`src/rtl/brres_pkg.sv`:
```
package brres_pkg;

  localparam logic [7:0] BR_OP_BASE = 8'h20;
  localparam int         BR_LEN     = 2;

  // Order of members follows the low nibble of the opcode.
  typedef enum logic [3:0] {
    C_ALWAYS  = 4'h0,
    C_NEVER   = 4'h1,
    C_UGT     = 4'h2,
    C_ULE     = 4'h3,
    C_CARRY0  = 4'h4,
    C_CARRY1  = 4'h5,
    C_ZERO0   = 4'h6,
    C_ZERO1   = 4'h7,
    C_OVF0    = 4'h8,
    C_OVF1    = 4'h9,
    C_NEG0    = 4'hA,
    C_NEG1    = 4'hB,
    C_SGE     = 4'hC,
    C_SLT     = 4'hD,
    C_SGT     = 4'hE,
    C_SLE     = 4'hF
  } cond_e;

  typedef struct packed {
    logic n;
    logic z;
    logic v;
    logic c;
  } flags_t;

endpackage

```
`src/rtl/brres_decode.sv`:
```
module brres_decode
  import brres_pkg::*;
#(
  parameter int OP_W = 8
) (
  input  logic [OP_W-1:0] opcode,
  output cond_e           cond,
  output logic            known
);
  localparam int HI_W = OP_W - 4;
  localparam logic [OP_W-1:0] BASE = OP_W'(BR_OP_BASE);

  always_comb begin
    known = (opcode[OP_W-1:4] == BASE[OP_W-1:4]);
    cond  = cond_e'(opcode[3:0]);
  end

  logic [HI_W-1:0] unused_hi;
  assign unused_hi = BASE[OP_W-1:4];
endmodule

```
`src/rtl/brres_cond_eval.sv`:
```
module brres_cond_eval
  import brres_pkg::*;
(
  input  cond_e  cond,
  input  logic   known,
  input  flags_t fl,
  output logic   take
);
  logic sgn_lt;
  logic u_le;
  logic s_le;
  logic raw;

  always_comb begin
    sgn_lt = fl.n ^ fl.v;
    u_le   = fl.c | fl.z;
    s_le   = fl.z | sgn_lt;
    unique case (cond)
      C_ALWAYS: raw = 1'b1;
      C_NEVER:  raw = 1'b0;
      C_UGT:    raw = ~u_le;
      C_ULE:    raw = u_le;
      C_CARRY0: raw = ~fl.c;
      C_CARRY1: raw = fl.c;
      C_ZERO0:  raw = ~fl.z;
      C_ZERO1:  raw = fl.z;
      C_OVF0:   raw = ~fl.v;
      C_OVF1:   raw = fl.v;
      C_NEG0:   raw = ~fl.n;
      C_NEG1:   raw = fl.n;
      C_SGE:    raw = ~sgn_lt;
      C_SLT:    raw = sgn_lt;
      C_SGT:    raw = ~s_le;
      C_SLE:    raw = s_le;
      default:  raw = 1'b0;
    endcase
    take = known & raw;
  end
endmodule

```
`src/rtl/brres_target.sv`:
```
module brres_target #(
  parameter int ADDR_W   = 16,
  parameter int OFFS_W   = 8,
  parameter int INSN_LEN = 2
) (
  input  logic [ADDR_W-1:0] insn_addr,
  input  logic [OFFS_W-1:0] offset,
  output logic [ADDR_W-1:0] seq_pc,
  output logic [ADDR_W-1:0] jump_pc
);
  localparam int EXT_W = ADDR_W - OFFS_W;

  logic [ADDR_W-1:0] off_ext;

  always_comb begin
    off_ext = {{EXT_W{offset[OFFS_W-1]}}, offset};
    seq_pc  = insn_addr + ADDR_W'(INSN_LEN);
    jump_pc = seq_pc + off_ext;
  end
endmodule

```
`src/rtl/branch_resolver.sv`:
```
module branch_resolver
  import brres_pkg::*;
#(
  parameter int ADDR_W = 16,
  parameter int OFFS_W = 8,
  parameter int OP_W   = 8
) (
  input  logic              clk,
  input  logic              rst,
  input  logic              in_valid,
  input  logic [OP_W-1:0]   opcode,
  input  logic [OFFS_W-1:0] offset,
  input  logic [ADDR_W-1:0] insn_addr,
  input  logic              flag_n,
  input  logic              flag_z,
  input  logic              flag_v,
  input  logic              flag_c,
  output logic              out_valid,
  output logic              taken,
  output logic [ADDR_W-1:0] next_pc,
  output logic              bad_op
);
  cond_e             cond;
  logic              known;
  logic              take_c;
  flags_t            fl;
  logic [ADDR_W-1:0] seq_pc;
  logic [ADDR_W-1:0] jump_pc;

  assign fl = '{n: flag_n, z: flag_z, v: flag_v, c: flag_c};

  brres_decode #(.OP_W(OP_W)) u_dec (
    .opcode (opcode),
    .cond   (cond),
    .known  (known)
  );

  brres_cond_eval u_eval (
    .cond  (cond),
    .known (known),
    .fl    (fl),
    .take  (take_c)
  );

  brres_target #(
    .ADDR_W   (ADDR_W),
    .OFFS_W   (OFFS_W),
    .INSN_LEN (BR_LEN)
  ) u_tgt (
    .insn_addr (insn_addr),
    .offset    (offset),
    .seq_pc    (seq_pc),
    .jump_pc   (jump_pc)
  );

  always_ff @(posedge clk) begin
    if (rst) begin
      out_valid <= 1'b0;
      taken     <= 1'b0;
      next_pc   <= '0;
      bad_op    <= 1'b0;
    end else begin
      out_valid <= in_valid;
      if (in_valid) begin
        taken   <= take_c;
        next_pc <= take_c ? jump_pc : seq_pc;
        bad_op  <= ~known;
      end
    end
  end
endmodule

```
`config.mk`:
```
export PLATFORM = sky130hd
export DESIGN_NAME = branch_resolver
export DESIGN_NICKNAME = d
export VERILOG_FILES = /design/src/rtl/brres_pkg.sv /design/src/rtl/brres_decode.sv /design/src/rtl/brres_cond_eval.sv /design/src/rtl/brres_target.sv /design/src/rtl/branch_resolver.sv
export SDC_FILE = /design/constraint.sdc
export NUM_CORES = 1
export LEC_CHECK = 0
export ABC_AREA = 1
export BUFFER_PORTS_ARGS = -buffer_cell sky130_fd_sc_hd__buf_2
export CAP_MARGIN = 20
export CORE_ASPECT_RATIO = 0.8
export CORE_UTILIZATION = 50
export DETAILED_ROUTE_END_ITERATION = 6
export PLACE_DENSITY = 0.78
export SLEW_MARGIN = 20
export SYNTH_ARGS = -nofsm -noshare
export SYNTH_HDL_FRONTEND = slang
export SYNTH_HIERARCHICAL = 1
export SYNTH_SLANG_ARGS = --single-unit
```
`constraint.sdc`:
```
create_clock -name clk -period 2.5 [get_ports clk]
set_clock_uncertainty 0.15 [all_clocks]
set_input_delay 0.25 -clock clk [delete_from_list [all_inputs] [get_ports clk]]
set_output_delay 0.25 -clock clk [all_outputs]
set_load 0.005 [all_outputs]
```
======== Word-level counts from Yosys, hierarchy flattened ========
Index checks and enable logic that the tools add are counted.
Widths: inputs -> output; s select.
word-level totals
  output and inout bits ................... 19
  bits of input ports ..................... 39
  flip-flop bits (word level) ............. 19
operators by class
  reductions and logical operators ........ 1
  muxes and demuxes ....................... 2
  add/sub/neg operators ................... 2
  equal/unequal tests ..................... 16
  bitwise gates (word level) .............. 12
operators by type and width
  operator               number
  $eq 4x4->1 const B     8
  $add 16x16->16         1
  $add 16x2->16 const B  1
  $eq 4x3->1 const B     4
  $mux 16                1
  $pmux 1 s16            1
  $eq 4x2->1 const B     3
  $not 1->1              8
  $eq 4x1->1 const B     1
  $logic_not 4->1        1
  $or 1x1->1             2
  $and 1x1->1            1
  $xor 1x1->1            1

======== Depth between registers and ports, before layout ========
Gate-level depths: netlist of run 1.
  depth in word-level cells ............... 6
  gate-level depth with buffers ........... 23

======== Modules after synthesis ========
The synthesis of run 1 kept the hierarchy.
modules (own cells, without submodules)
  module           cells an instance  instances  area each (um^2)
  brres_target     216                1          1223.7
  branch_resolver  150                1          992.2
  brres_cond_eval  46                 1          190.2
  brres_decode     10                 1          52.6

======== Least setup slack after synthesis of run 1 ========
No wires, ideal clock.
  path kind ............................... input -> register
  start point ............................. in insn_addr[1]
  end point ............................... reg next_pc[14]
  library setup time ...................... 0.117 ns
  path buffers ............................ 0
  setup slack ............................. 0.096 ns
  stages on the path ...................... 20
  arrival ................................. 2.137 ns
  cells stage by stage .................... ha_1 nand2_2 nor2_4 nand2_4 nor2_4 nand2_1 xor2_1 inv_1 ha_1 a21o_1 nand3_1 nand2_1 a21oi_1 nand2_1 nand2_1 nand2_1 nand2_1 nand2_1 nor2_1 nor2_1
between the ends
  word-level cells in the longest chain between the ends .. 3
RTL lines
  element               RTL line               text
  from (decl)           branch_resolver.sv:13  input logic [ADDR_W-1:0] insn_addr,
  $add 16x2->16         brres_target.sv:17     seq_pc = insn_addr + ADDR_W'(INSN_LEN);
  via seq_pc[11]        branch_resolver.sv:27  logic [ADDR_W-1:0] seq_pc;
  $add 16x16->16        brres_target.sv:18     jump_pc = seq_pc + off_ext;
  via jump_pc[14]       branch_resolver.sv:28  logic [ADDR_W-1:0] jump_pc;
  $mux 16               branch_resolver.sv:66  next_pc <= take_c ? jump_pc : seq_pc;
  to (signal assigned)  branch_resolver.sv:66
  to (decl)             branch_resolver.sv:20  output logic [ADDR_W-1:0] next_pc,
The timed path passes the listed nets, and every way through them passes these cells.
A chain may end at the register's enable or synchronous reset.

======== Worst setup path in the final report of run 1 ========
  start point ............................. in insn_addr[2]
  end point ............................... reg next_pc[14]
Same word-level chain as after synthesis.

==> flow_metrics.env, run 1 <==
export IMPL_grt_total_ovfl=0
export IMPL_last_element_of_the_critical_path="next_pc[14]$_SDFFE_PP0P_"
export IMPL_yosys_most_used_dff="sky130_fd_sc_hd__dfxtp_1"
export IMPL_worst_path_max_fanout=5
export IMPL_layout_worst_path_cycle_share=0.9405
export IMPL_ys_seq_area_frac=0.1547
export IMPL_grt_antenna_before_repair=0
export IMPL_max_slew_margin_rel=0.6097
export IMPL_finalInstanceArea_um2=3168
export IMPL_edff_count_synth=0
export IMPL_r2r_end="next_pc[13]$_SDFFE_PP0P_"
export IMPL_globalplace_congestion=0.9376
export IMPL_ys_warnings_count=6
export IMPL_worst_skew_pair_late_latency_ps=250
export IMPL_ratio_of_cells_with_drive_above_1_in_the_final_layout=0.2809
export IMPL_run_status="finished clean"
export IMPL_worst_setup_path_type="in2reg"
export IMPL_post_route_util=0.6810
export IMPL_post_synth_instance_area_um2=2459
export IMPL_wl_um=6040
export IMPL_route_detailed_drc=0
export IMPL_first_global_vias=2440
export IMPL_netlist_instances=422
export IMPL_cts_tree="built"
export IMPL_post_synth_top_count_cell="sky130_fd_sc_hd__nand2_1"
export IMPL_worstPathRequired_ps=2500
export IMPL_port_buffer_count=57
export IMPL_power_density_cell_area_nw_per_um2=343.2
export IMPL_ys_async_sr_fraction=0
export IMPL_synth_nets=481
export IMPL_clock_transition_at_path_regs_ps=80
export IMPL_endpoint_class_of_the_critical_path="flop"
export IMPL_root_buffer="sky130_fd_sc_hd__clkbuf_8"
export IMPL_timing_critical_path_from="insn_addr[2]"
export IMPL_cp_data_arrival_time_ps=2350
export IMPL_dr_pass1_iters=4
export IMPL_post_synth_top_area_cell="sky130_fd_sc_hd__nand2_1"
export IMPL_core_area_um2=4652
export IMPL_ioPinCount=58
export IMPL_ff2ff_path_depth=2
export IMPL_initial_core_util=0.5285
export IMPL_synth_area_per_cell_um2=5.826
export IMPL_final_max_slew_violation_count=0
export IMPL_drt_iter0_markers=147
export IMPL_synthToLayoutAreaGrowth_pct=28.86
export IMPL_cap_viol_max_count=0
export IMPL_cts_inserted_buffers=3
export IMPL_place_hpwl_um=4769
export IMPL_dieHeight_um=64.72
export IMPL_cts_max_level=1
export IMPL_ant_diodes=0
export IMPL_worst_pin_slew_ps=585.4
export IMPL_via_count=2710
export IMPL_post_synth_main_area_contributors="sky130_fd_sc_hd__nand2_1 17%, sky130_fd_sc_hd__dfxtp_1 15%, sky130_fd_sc_hd__nor2_1 12%"
export IMPL_timing_final_crit_period_ps=2351
export IMPL_synth_top_area_frac=0.1725
export IMPL_num_nets_final=569
export IMPL_drt_antenna_violating_nets=0
export IMPL_fillCellCount=437
export IMPL_final_hold_violation_count=0
export IMPL_synth_cell_type_count=31
export IMPL_timing_critical_path_from_type="primary input"
export IMPL_timing_rr_start="next_pc[13]$_SDFFE_PP0P_"
export IMPL_max_clock_freq_ghz=0.4253
export IMPL_leakagePower_nw=1.822
export IMPL_postPlaceCellArea_um2=2962
export IMPL_timing_reg2reg_setup_slack_ps=1710
export IMPL_routed_wire_length_per_instance_um=10.62
export IMPL_multi_input_area_um2=1812
export IMPL_rows=22
export IMPL_clock_sinks=19
export IMPL_die_area_um2=5203
export IMPL_sequential_cell_area_um2=380.4
export IMPL_vdd_ir_drop_max_v=0.0002891
export IMPL_synth_ff_latch_count=19
export IMPL_grt_pass1_wl_um=10090
export IMPL_netlist_top_cells_count="113 x sky130_fd_sc_hd__nand2_1, 76 x sky130_fd_sc_hd__nor2_1, 62 x sky130_fd_sc_hd__inv_1, 29 x sky130_fd_sc_hd__nand3_1"
export IMPL_grt_use_total=0.2415
export IMPL_cts_max_path_bufs=2
export IMPL_final_setup_viol_count=0
export IMPL_postCtsHoldBufs=0
export IMPL_hold_path_class="in2reg"
export IMPL_fp_dieW_um=80.40
export IMPL_route_detailed_vias_per_inst=4.763
export IMPL_maximum_number_of_pins_on_one_net_before_global_route_repair=37
## logic make-up (layout without fill, tap and decap cells)
kind of cell / after synthesis / after routing / synth area share
AOI/OAI and AO/OA: 36 / 36 / 0.07685
xor gates and xnor gates: 22 / 22 / 0.07837
adders and majority gates: 20 / 20 / 0.1048
buffers and inverters: 78 / 165 / 0.1567
DFF: 19 / 19 / 0.1547
and+or+nand+nor: 247 / 247 / 0.4285
## state kept, by name, indices dropped and copies added (netlist names)
register / cells
out_valid: 1
taken: 1
next_pc: 16
bad_op: 1
## area by class of cell
class,count,area share
clock buffers,3,0.01303
clock inverters,1,0.001580
inverters,64,0.07583
multi-input cells,325,0.5719
flip-flops and latches,19,0.1201
well taps,60,0.02370
repair buffers,97,0.1939
## worst max-delay path, stage by stage
cell and delay (ps):
sky130_fd_sc_hd__buf_6 80, sky130_fd_sc_hd__ha_4 140, sky130_fd_sc_hd__nand2_4 50, sky130_fd_sc_hd__nor2_4 100, sky130_fd_sc_hd__nand2_4 70, sky130_fd_sc_hd__nor2_4 140
sky130_fd_sc_hd__nand4_1 150, sky130_fd_sc_hd__xnor2_2 260, sky130_fd_sc_hd__ha_4 270, sky130_fd_sc_hd__a21oi_1 170, sky130_fd_sc_hd__nand2_1 80, sky130_fd_sc_hd__a21oi_1 150
sky130_fd_sc_hd__nand2_1 70, sky130_fd_sc_hd__nand2_1 60, sky130_fd_sc_hd__nand2_1 40, sky130_fd_sc_hd__nand2_1 60, sky130_fd_sc_hd__nand2_1 50, sky130_fd_sc_hd__nor2_1 110
sky130_fd_sc_hd__nor2_1 40
## worst min-delay path by stage
stage / cells after the start / slack [ps] / startpoint / endpoint
floorplan: 1 / 170 / rst / out_valid$_SDFF_PP0_
global placement: 2 / 290 / rst / out_valid$_SDFF_PP0_
detailed placement: 2 / 290 / rst / out_valid$_SDFF_PP0_
CTS: 2 / 10 / rst / out_valid$_SDFF_PP0_
global route: 2 / 10 / rst / out_valid$_SDFF_PP0_
finish: 2 / 20 / rst / out_valid$_SDFF_PP0_
## layer usage
metal  GRT usage  vias to the layer above  share of wire
met2      0.4004                       83           0.45
met3     0.03662                        6          0.059
met4     0.05804                        0         0.0083
met1      0.3257                     1156           0.49
met5           0                        -              0
li1            -                     1465              -
## stage by stage
stage | hold slack, ps | worst slack [ps] | total power [mW] | instances | TNS (ps)
2_1_floorplan | 172.4 | 95.91 | 0.6555 | 422 | 0
3_3_place_gp | 285.1 | -219.8 | 0.8234 | 563 | -767.9
3_5_place_dp | 290.1 | -249.9 | 0.8322 | 563 | -1505
4_1_cts | 14.82 | 29.55 | 1.053 | 567 | 0
5_1_grt | 13.72 | -69.59 | 1.175 | 569 | -161.1
6_report | 16.42 | 148.7 | 1.087 | 569 | 0
## power breakdown
part / total [mW] / internal (mW) / switching, mW / leakage, nW
registers: 0.334 / 0.325 / 0.00963 / 0.158
clock network: 0.217 / 0.111 / 0.107 / 0.0255
logic: 0.535 / 0.240 / 0.295 / 1.64
total: 1.09 / 0.676 / 0.411 / 1.82
## layout by cell type, fill, tap and decap left out, types with 4 or more instances in the layout
master | synthesis | final
sky130_fd_sc_hd__xnor2_1 | 5 | 4
sky130_fd_sc_hd__nor2_2 | 9 | 11
sky130_fd_sc_hd__nand2_1 | 113 | 110
sky130_fd_sc_hd__nor2_1 | 76 | 74
sky130_fd_sc_hd__ha_1 | 19 | 15
sky130_fd_sc_hd__o21ai_1 | 4 | 5
sky130_fd_sc_hd__xor2_1 | 17 | 15
sky130_fd_sc_hd__buf_6 | 6 | 5
sky130_fd_sc_hd__buf_4 | 5 | 39
sky130_fd_sc_hd__ha_4 | 0 | 4
sky130_fd_sc_hd__o21ai_0 | 17 | 16
sky130_fd_sc_hd__buf_2 | 1 | 53
sky130_fd_sc_hd__inv_2 | 2 | 4
sky130_fd_sc_hd__inv_1 | 62 | 60
sky130_fd_sc_hd__a21oi_1 | 12 | 10
sky130_fd_sc_hd__dfxtp_1 | 19 | 19
sky130_fd_sc_hd__nand3_1 | 29 | 28
sky130_fd_sc_hd__nand2_2 | 8 | 9
## timing repair
item	4_1_cts	5_1_grt
setup buffers	0	2
endpoints found under the setup margin	0	9
hold endpoints to repair	0	0
gates resized for setup	0	31
Power figures use the tool's default switching activity.
==> run 2: changes to the inputs <==
--- a/config.mk
+++ b/config.mk
@@ -11,7 +11,7 @@
 export CORE_ASPECT_RATIO = 0.8
 export CORE_UTILIZATION = 50
 export DETAILED_ROUTE_END_ITERATION = 6
-export PLACE_DENSITY = 0.78
+export PLACE_DENSITY_LB_ADDON = 0.3
 export SLEW_MARGIN = 20
 export SYNTH_ARGS = -nofsm -noshare
 export SYNTH_HDL_FRONTEND = slang
==> constraint.sdc (replaced) <==
create_clock -name clk -period 1.9 [get_ports clk]
set_clock_uncertainty 0.15 [all_clocks]
set_input_delay 0.19 -clock clk [delete_from_list [all_inputs] [get_ports clk]]
set_output_delay 0.19 -clock clk [all_outputs]
set_load 0.005 [all_outputs]
==> run 2 against run 1 <==
The flow now finishes with violations (setup timing). Critical path depth unchanged. Non-clock buffer count up 30. Utilization up 13 points. Count of clock-buffer cells in the layout up 1. Sequential share of layout area down 1.9 points. Global-route usage up 3.5 points. Hold slack better by 110 ps. Die area unchanged. Sequential power up 32%. Clock power up 25%. Routed wire length up 30%. First-iteration DRC count up 33%. Largest cell class unchanged.
==> flow_metrics.env, run 2 (synthesis gave the netlist of run 1 again) <==
export IMPL_run_status="finished, violations left"
export IMPL_violated_checks="setup timing"
export IMPL_cts_tree="built"
export IMPL_clock_sinks=19
export IMPL_layout_cells_most_common="sky130_fd_sc_hd__nand2_1"
export IMPL_globalplace_congestion=0.8967
export IMPL_routed_wire_length_per_instance_um=13.13
export IMPL_cp_data_arrival_time_ps=2360
export IMPL_leakagePower_nw=2.038
export IMPL_grt_pass1_wl_um=11430
export IMPL_clock_transition_at_path_regs_ps=70
export IMPL_port_buffer_count=57
export IMPL_place_hpwl_um=4994
export IMPL_hold_path_class="in2reg"
export IMPL_power_density_cell_area_nw_per_um2=446.6
export IMPL_cpPeakStageDelay_ps=320
export IMPL_ratio_of_cells_with_drive_above_1_in_the_final_layout=0.4267
export IMPL_initial_core_util=0.5285
export IMPL_ant_diodes=0
export IMPL_grt_setup_unrepaired="true"
export IMPL_layout_worst_path_cycle_share=1.242
export IMPL_dieHeight_um=64.72
export IMPL_max_slew_margin_rel=0.6019
export IMPL_layout_cells_non_filler=599
export IMPL_drt_antenna_violating_nets=0
export IMPL_fp_dieW_um=80.40
export IMPL_grt_use_total=0.2763
export IMPL_grt_antenna_before_repair=0
export IMPL_timing_critical_path_from_type="primary input"
export IMPL_first_global_vias=2849
export IMPL_worst_skew_pair_late_latency_ps=250
export IMPL_die_area_um2=5203
export IMPL_timing_critical_path_cells="buf_8 > ha_4 > nand2_4 > nor2_4 > nand2_4 > nor2_4 > nand4_1 > xnor2_2 > ha_4 > buf_6 > inv_4 > nor3_4 > nand3_2 > nand3_2 > nand2_1 > nand2_1 > nand2_1 > nor2_1 > nor2_1"
export IMPL_post_place_cells=575
export IMPL_dr_pass1_iters=5
export IMPL_timing_final_crit_period_ps=2360
export IMPL_via_count=3084
export IMPL_num_nets_final=599
export IMPL_route_detailed_drc=0
export IMPL_critical_path_slowest_cell="sky130_fd_sc_hd__ha_4"
export IMPL_final_max_slew_violation_count=0
export IMPL_worst_path_most_repeated_cell="sky130_fd_sc_hd__nand2_1"
export IMPL_vdd_ir_drop_max_v=0.0004832
export IMPL_most_common_layout_cells="94 x sky130_fd_sc_hd__nand2_1, 67 x sky130_fd_sc_hd__nor2_1, 60 x sky130_fd_sc_hd__buf_4"
export IMPL_flip_flop_count_of_the_largest_register_all_copies_and_words_added=16
export IMPL_worst_pin_slew_ps=597.1
export IMPL_worstPathRequired_ps=1900
export IMPL_final_setup_viol_count=12
export IMPL_fin_total_pwr_mw=1.689
export IMPL_core_area_um2=4652
export IMPL_ioPinCount=58
export IMPL_worst_path_max_fanout=4
export IMPL_max_clock_freq_ghz=0.4238
export IMPL_wl_um=7865
export IMPL_synthToLayoutAreaGrowth_pct=53.79
export IMPL_cts_max_level=1
export IMPL_grt_total_ovfl=0
export IMPL_drt_iter0_markers=195
export IMPL_worst_setup_path_type="in2reg"
export IMPL_cts_max_path_bufs=2
export IMPL_post_route_worst_setup_slack_ps=-459.7
export IMPL_root_buffer="sky130_fd_sc_hd__clkbuf_8"
export IMPL_cts_inserted_buffers=3
export IMPL_rows=22
export IMPL_route_detailed_vias_per_inst=5.149
export IMPL_final_hold_violation_count=0
export IMPL_maximum_number_of_pins_on_one_net_before_global_route_repair=37
export IMPL_cap_viol_max_count=0
export IMPL_endpoint_class_of_the_critical_path="flop"
export IMPL_top_register="next_pc"
run 2: metrics by stage:
step | cell area (µm²) | hold slack (ps) | worst slack, ps | TNS [ps] | util
after floorplan | 2564 | 112.4 | -329.1 | -1492 | -
after global placement | 3169 | 224.7 | -718.8 | -6582 | 0.6813
after detailed placement | 3169 | 233.2 | -756.4 | -7113 | 0.6813
after CTS | 3558 | 126.1 | -360.8 | -2976 | 0.7649
after global routing | 3781 | 194.2 | -577.1 | -5003 | 0.8128
final | 3781 | 122.4 | -459.7 | -3563 | 0.8128
run 2: final cells by class:
cell class	instances	area, µm²
fillers	310	870.8
inverters	64	242.7
clock buffers	4	45.04
multi-input cells	325	2156
flip-flops and latches	19	380.4
repair buffers	127	882.1
well taps	60	75.07
run 2: critical path, delay by kind of cell:
family	cells	cell delay [ps]
fa+ha+maj	2	460
simple gates	13	1310
xor+xnor	1	200
buf+inv	3	220
run 2: report_power, final:
group / total, mW / leakage [nW] / switching, mW / internal [mW]
clock: 0.272 / 0.0228 / 0.123 / 0.149
combinational: 0.975 / 1.86 / 0.516 / 0.458
sequential: 0.442 / 0.158 / 0.0143 / 0.428
run 2: final timing paths:
| kind | start | to | slack [ps] | cells after the start |
|---|---|---|---|---|
| max | insn_addr[2] | next_pc[14]$_SDFFE_PP0P_ | -460 | 19 |
| min | insn_addr[0] | next_pc[0]$_SDFFE_PP0P_ | 120 | 5 |
| max reg2reg | next_pc[13]$_SDFFE_PP0P_ | next_pc[13]$_SDFFE_PP0P_ | 1100 | 2 |
| min reg2reg | next_pc[7]$_SDFFE_PP0P_ | next_pc[7]$_SDFFE_PP0P_ | 350 | 2 |
run 2: layer usage:
layer / part of all wire / GRT usage / up-vias
met1: 0.41 / 0.3162 / 1413
li1: - / - / 1522
met2: 0.51 / 0.5297 / 129
met3: 0.054 / 0.04507 / 20
met4: 0.029 / 0.06027 / 0
met5: 0 / 0 / -
run 2: repair_timing:
action	CTS	global route
endpoints found under the hold margin	1	0
pin swaps	44	41
resized for setup	63	35
buffers inserted	10	9
endpoints found under the setup margin	12	13
hold buffers	1	0
cloned	0	0
==> run 3: changes to the inputs <==
--- a/config.mk
+++ b/config.mk
@@ -6,7 +6,7 @@
 export NUM_CORES = 1
 export LEC_CHECK = 0
 export ABC_AREA = 1
-export BUFFER_PORTS_ARGS = -buffer_cell sky130_fd_sc_hd__buf_2
+export BUFFER_PORTS_ARGS = -buffer_cell sky130_fd_sc_hd__buf_4
 export CAP_MARGIN = 20
 export CORE_ASPECT_RATIO = 0.8
 export CORE_UTILIZATION = 50
==> run 3 against run 2 <==
Critical path depth up 3. First-iteration DRC count down 9.7%. Power rose by 0.44%. Maximum frequency is 0.89% lower. Hold slack improved by 0.68 ps. Count of clock-buffer cells in the layout is the same. Final area is 1.8% higher. Register-to-register slack worse by 20 ps. Die area did not move. Setup slack worse by 21 ps. Routed wire length shrank 1.0%. Via count down 1.4%. The flow still finishes with violations (setup timing).
==> flow_metrics.env, run 3 (synthesis gave the netlist of run 1 again) <==
export IMPL_run_status="finished, violations left"
export IMPL_violated_checks="setup timing"
export IMPL_fillCellCount=297
export IMPL_final_setup_viol_count=13
export IMPL_synthToLayoutAreaGrowth_pct=56.54
export IMPL_flip_flop_count_of_the_largest_register_all_copies_and_words_added=16
export IMPL_post_place_cells=571
export IMPL_final_max_slew_violation_count=0
export IMPL_die_area_um2=5203
export IMPL_hold_path_class="in2reg"
export IMPL_cts_max_level=1
export IMPL_ant_diodes=0
export IMPL_layout_worst_path_cycle_share=1.253
export IMPL_cts_inserted_buffers=3
export IMPL_dieHeight_um=64.72
export IMPL_ioPinCount=58
export IMPL_initial_core_util=0.5285
export IMPL_leakagePower_nw=2.036
export IMPL_root_buffer="sky130_fd_sc_hd__clkbuf_8"
export IMPL_clock_sinks=19
export IMPL_grt_pass1_wl_um=11400
export IMPL_sequential_cell_area_um2=380.4
export IMPL_place_hpwl_um=5066
export IMPL_ratio_of_cells_with_drive_above_1_in_the_final_layout=0.4064
export IMPL_drt_iter0_markers=176
export IMPL_layout_cells_most_common="sky130_fd_sc_hd__buf_4"
export IMPL_fin_total_pwr_mw=1.696
export IMPL_final_hold_violation_count=0
export IMPL_cp_data_arrival_time_ps=2430
export IMPL_vdd_ir_drop_max_v=0.0003436
export IMPL_whs_ps=123.1
export IMPL_max_clock_freq_ghz=0.4200
export IMPL_route_detailed_drc=0
export IMPL_worstPathRequired_ps=1950
export IMPL_dr_pass1_iters=5
export IMPL_worst_path_max_fanout=5
export IMPL_max_slew_margin_rel=0.7698
export IMPL_num_nets_final=594
export IMPL_post_route_util=0.8273
export IMPL_wl_um=7784
export IMPL_final_setup_tns_ps=-3684
export IMPL_maximum_number_of_pins_on_one_net_before_global_route_repair=37
export IMPL_fp_dieW_um=80.40
export IMPL_grt_antenna_before_repair=0
export IMPL_grt_total_ovfl=0
export IMPL_route_detailed_vias_per_inst=5.121
export IMPL_port_buffer_count=57
export IMPL_timing_final_crit_period_ps=2381
export IMPL_worst_pin_slew_ps=341.7
export IMPL_grt_setup_unrepaired="true"
export IMPL_cts_max_path_bufs=2
export IMPL_power_density_cell_area_nw_per_um2=440.7
export IMPL_cap_viol_max_count=0
export IMPL_routed_wire_length_per_instance_um=13.10
export IMPL_core_area_um2=4652
export IMPL_globalplace_congestion=0.8759
export IMPL_grt_use_total=0.2768
export IMPL_clock_transition_at_path_regs_ps=70
export IMPL_via_count=3042
export IMPL_layout_cells_non_filler=594
export IMPL_endpoint_class_of_the_critical_path="flop"
export IMPL_top_register="next_pc"
export IMPL_worst_setup_path_type="in2reg"
export IMPL_cts_tree="built"
export IMPL_first_global_vias=2647
export IMPL_multi_input_area_um2=2126
export IMPL_post_route_worst_setup_slack_ps=-480.7
export IMPL_rows=22
export IMPL_drt_antenna_violating_nets=0
export IMPL_worst_skew_pair_late_latency_ps=250
export IMPL_timing_critical_path_from_type="primary input"
export IMPL_most_common_layout_cells="109 x sky130_fd_sc_hd__buf_4, 97 x sky130_fd_sc_hd__nand2_1, 63 x sky130_fd_sc_hd__nor2_1"
-- run 3: routing by layer --
| metal | track usage | vias up | share of wire |
|---|---|---|---|
| met5 | 0 | - | 0 |
| met4 | 0.05134 | 0 | 0.023 |
| met3 | 0.03662 | 20 | 0.050 |
| met2 | 0.5042 | 123 | 0.51 |
| met1 | 0.3467 | 1391 | 0.42 |
| li1 | - | 1508 | - |
-- run 3: what timing repair did --
action	in CTS	in global routing
hold buffers	1	0
gates cloned	0	0
resized for setup	48	37
buffers inserted	13	6
pin swaps	44	23
setup endpoints to repair	12	12
endpoints found under the hold margin	1	0
-- run 3: through the flow --
step | setup slack [ps] | cell area, µm²
final | -480.7 | 3849
after global routing | -642.4 | 3849
after CTS | -353.1 | 3600
after detailed placement | -749.9 | 3282
after global placement | -718.6 | 3282
after floorplan | -329.1 | 2564
-- run 3: path summary, 6_finish.rpt --
| path | depth (start not counted) | slack (ps) | to | startpoint |
|---|---|---|---|---|
| max | 22 | -480 | next_pc[15]$_SDFFE_PP0P_ | insn_addr[1] |
| min | 5 | 120 | next_pc[0]$_SDFFE_PP0P_ | insn_addr[0] |
| max reg2reg | 2 | 1080 | next_pc[15]$_SDFFE_PP0P_ | next_pc[15]$_SDFFE_PP0P_ |
| min reg2reg | 2 | 340 | bad_op$_SDFFE_PP0P_ | bad_op$_SDFFE_PP0P_ |
-- run 3: worst max-delay path, cell delays in order --
cell	delay (ps)
sky130_fd_sc_hd__buf_8	80
sky130_fd_sc_hd__ha_4	140
sky130_fd_sc_hd__nand2_4	60
sky130_fd_sc_hd__nor2_4	130
sky130_fd_sc_hd__nand2_4	70
sky130_fd_sc_hd__nor2_4	120
sky130_fd_sc_hd__nand4_1	150
sky130_fd_sc_hd__xnor2_2	250
sky130_fd_sc_hd__ha_4	260
sky130_fd_sc_hd__nand2_2	100
sky130_fd_sc_hd__inv_1	40
sky130_fd_sc_hd__nand2_1	50
sky130_fd_sc_hd__nand2_1	50
sky130_fd_sc_hd__inv_1	50
sky130_fd_sc_hd__nand2_1	70
sky130_fd_sc_hd__a21oi_1	150
sky130_fd_sc_hd__nand3_1	90
sky130_fd_sc_hd__nand2_1	90
sky130_fd_sc_hd__nand2_1	60
sky130_fd_sc_hd__nand2_1	80
sky130_fd_sc_hd__nor2_2	50
sky130_fd_sc_hd__nor2_1	80
-- run 3: area by class of cell --
class | instances | share of cell area
sequential | 19 | 0.09883
tap | 60 | 0.01951
inverter | 64 | 0.06307
clock buffer | 4 | 0.01170
timing repair buffer | 122 | 0.2546
multi-input combinational | 325 | 0.5523
-- run 3: power by group --
part	internal (mW)	leakage, nW	switching [mW]
registers	0.428	0.158	0.0161
logic	0.481	1.86	0.495
clock network	0.149	0.0228	0.127
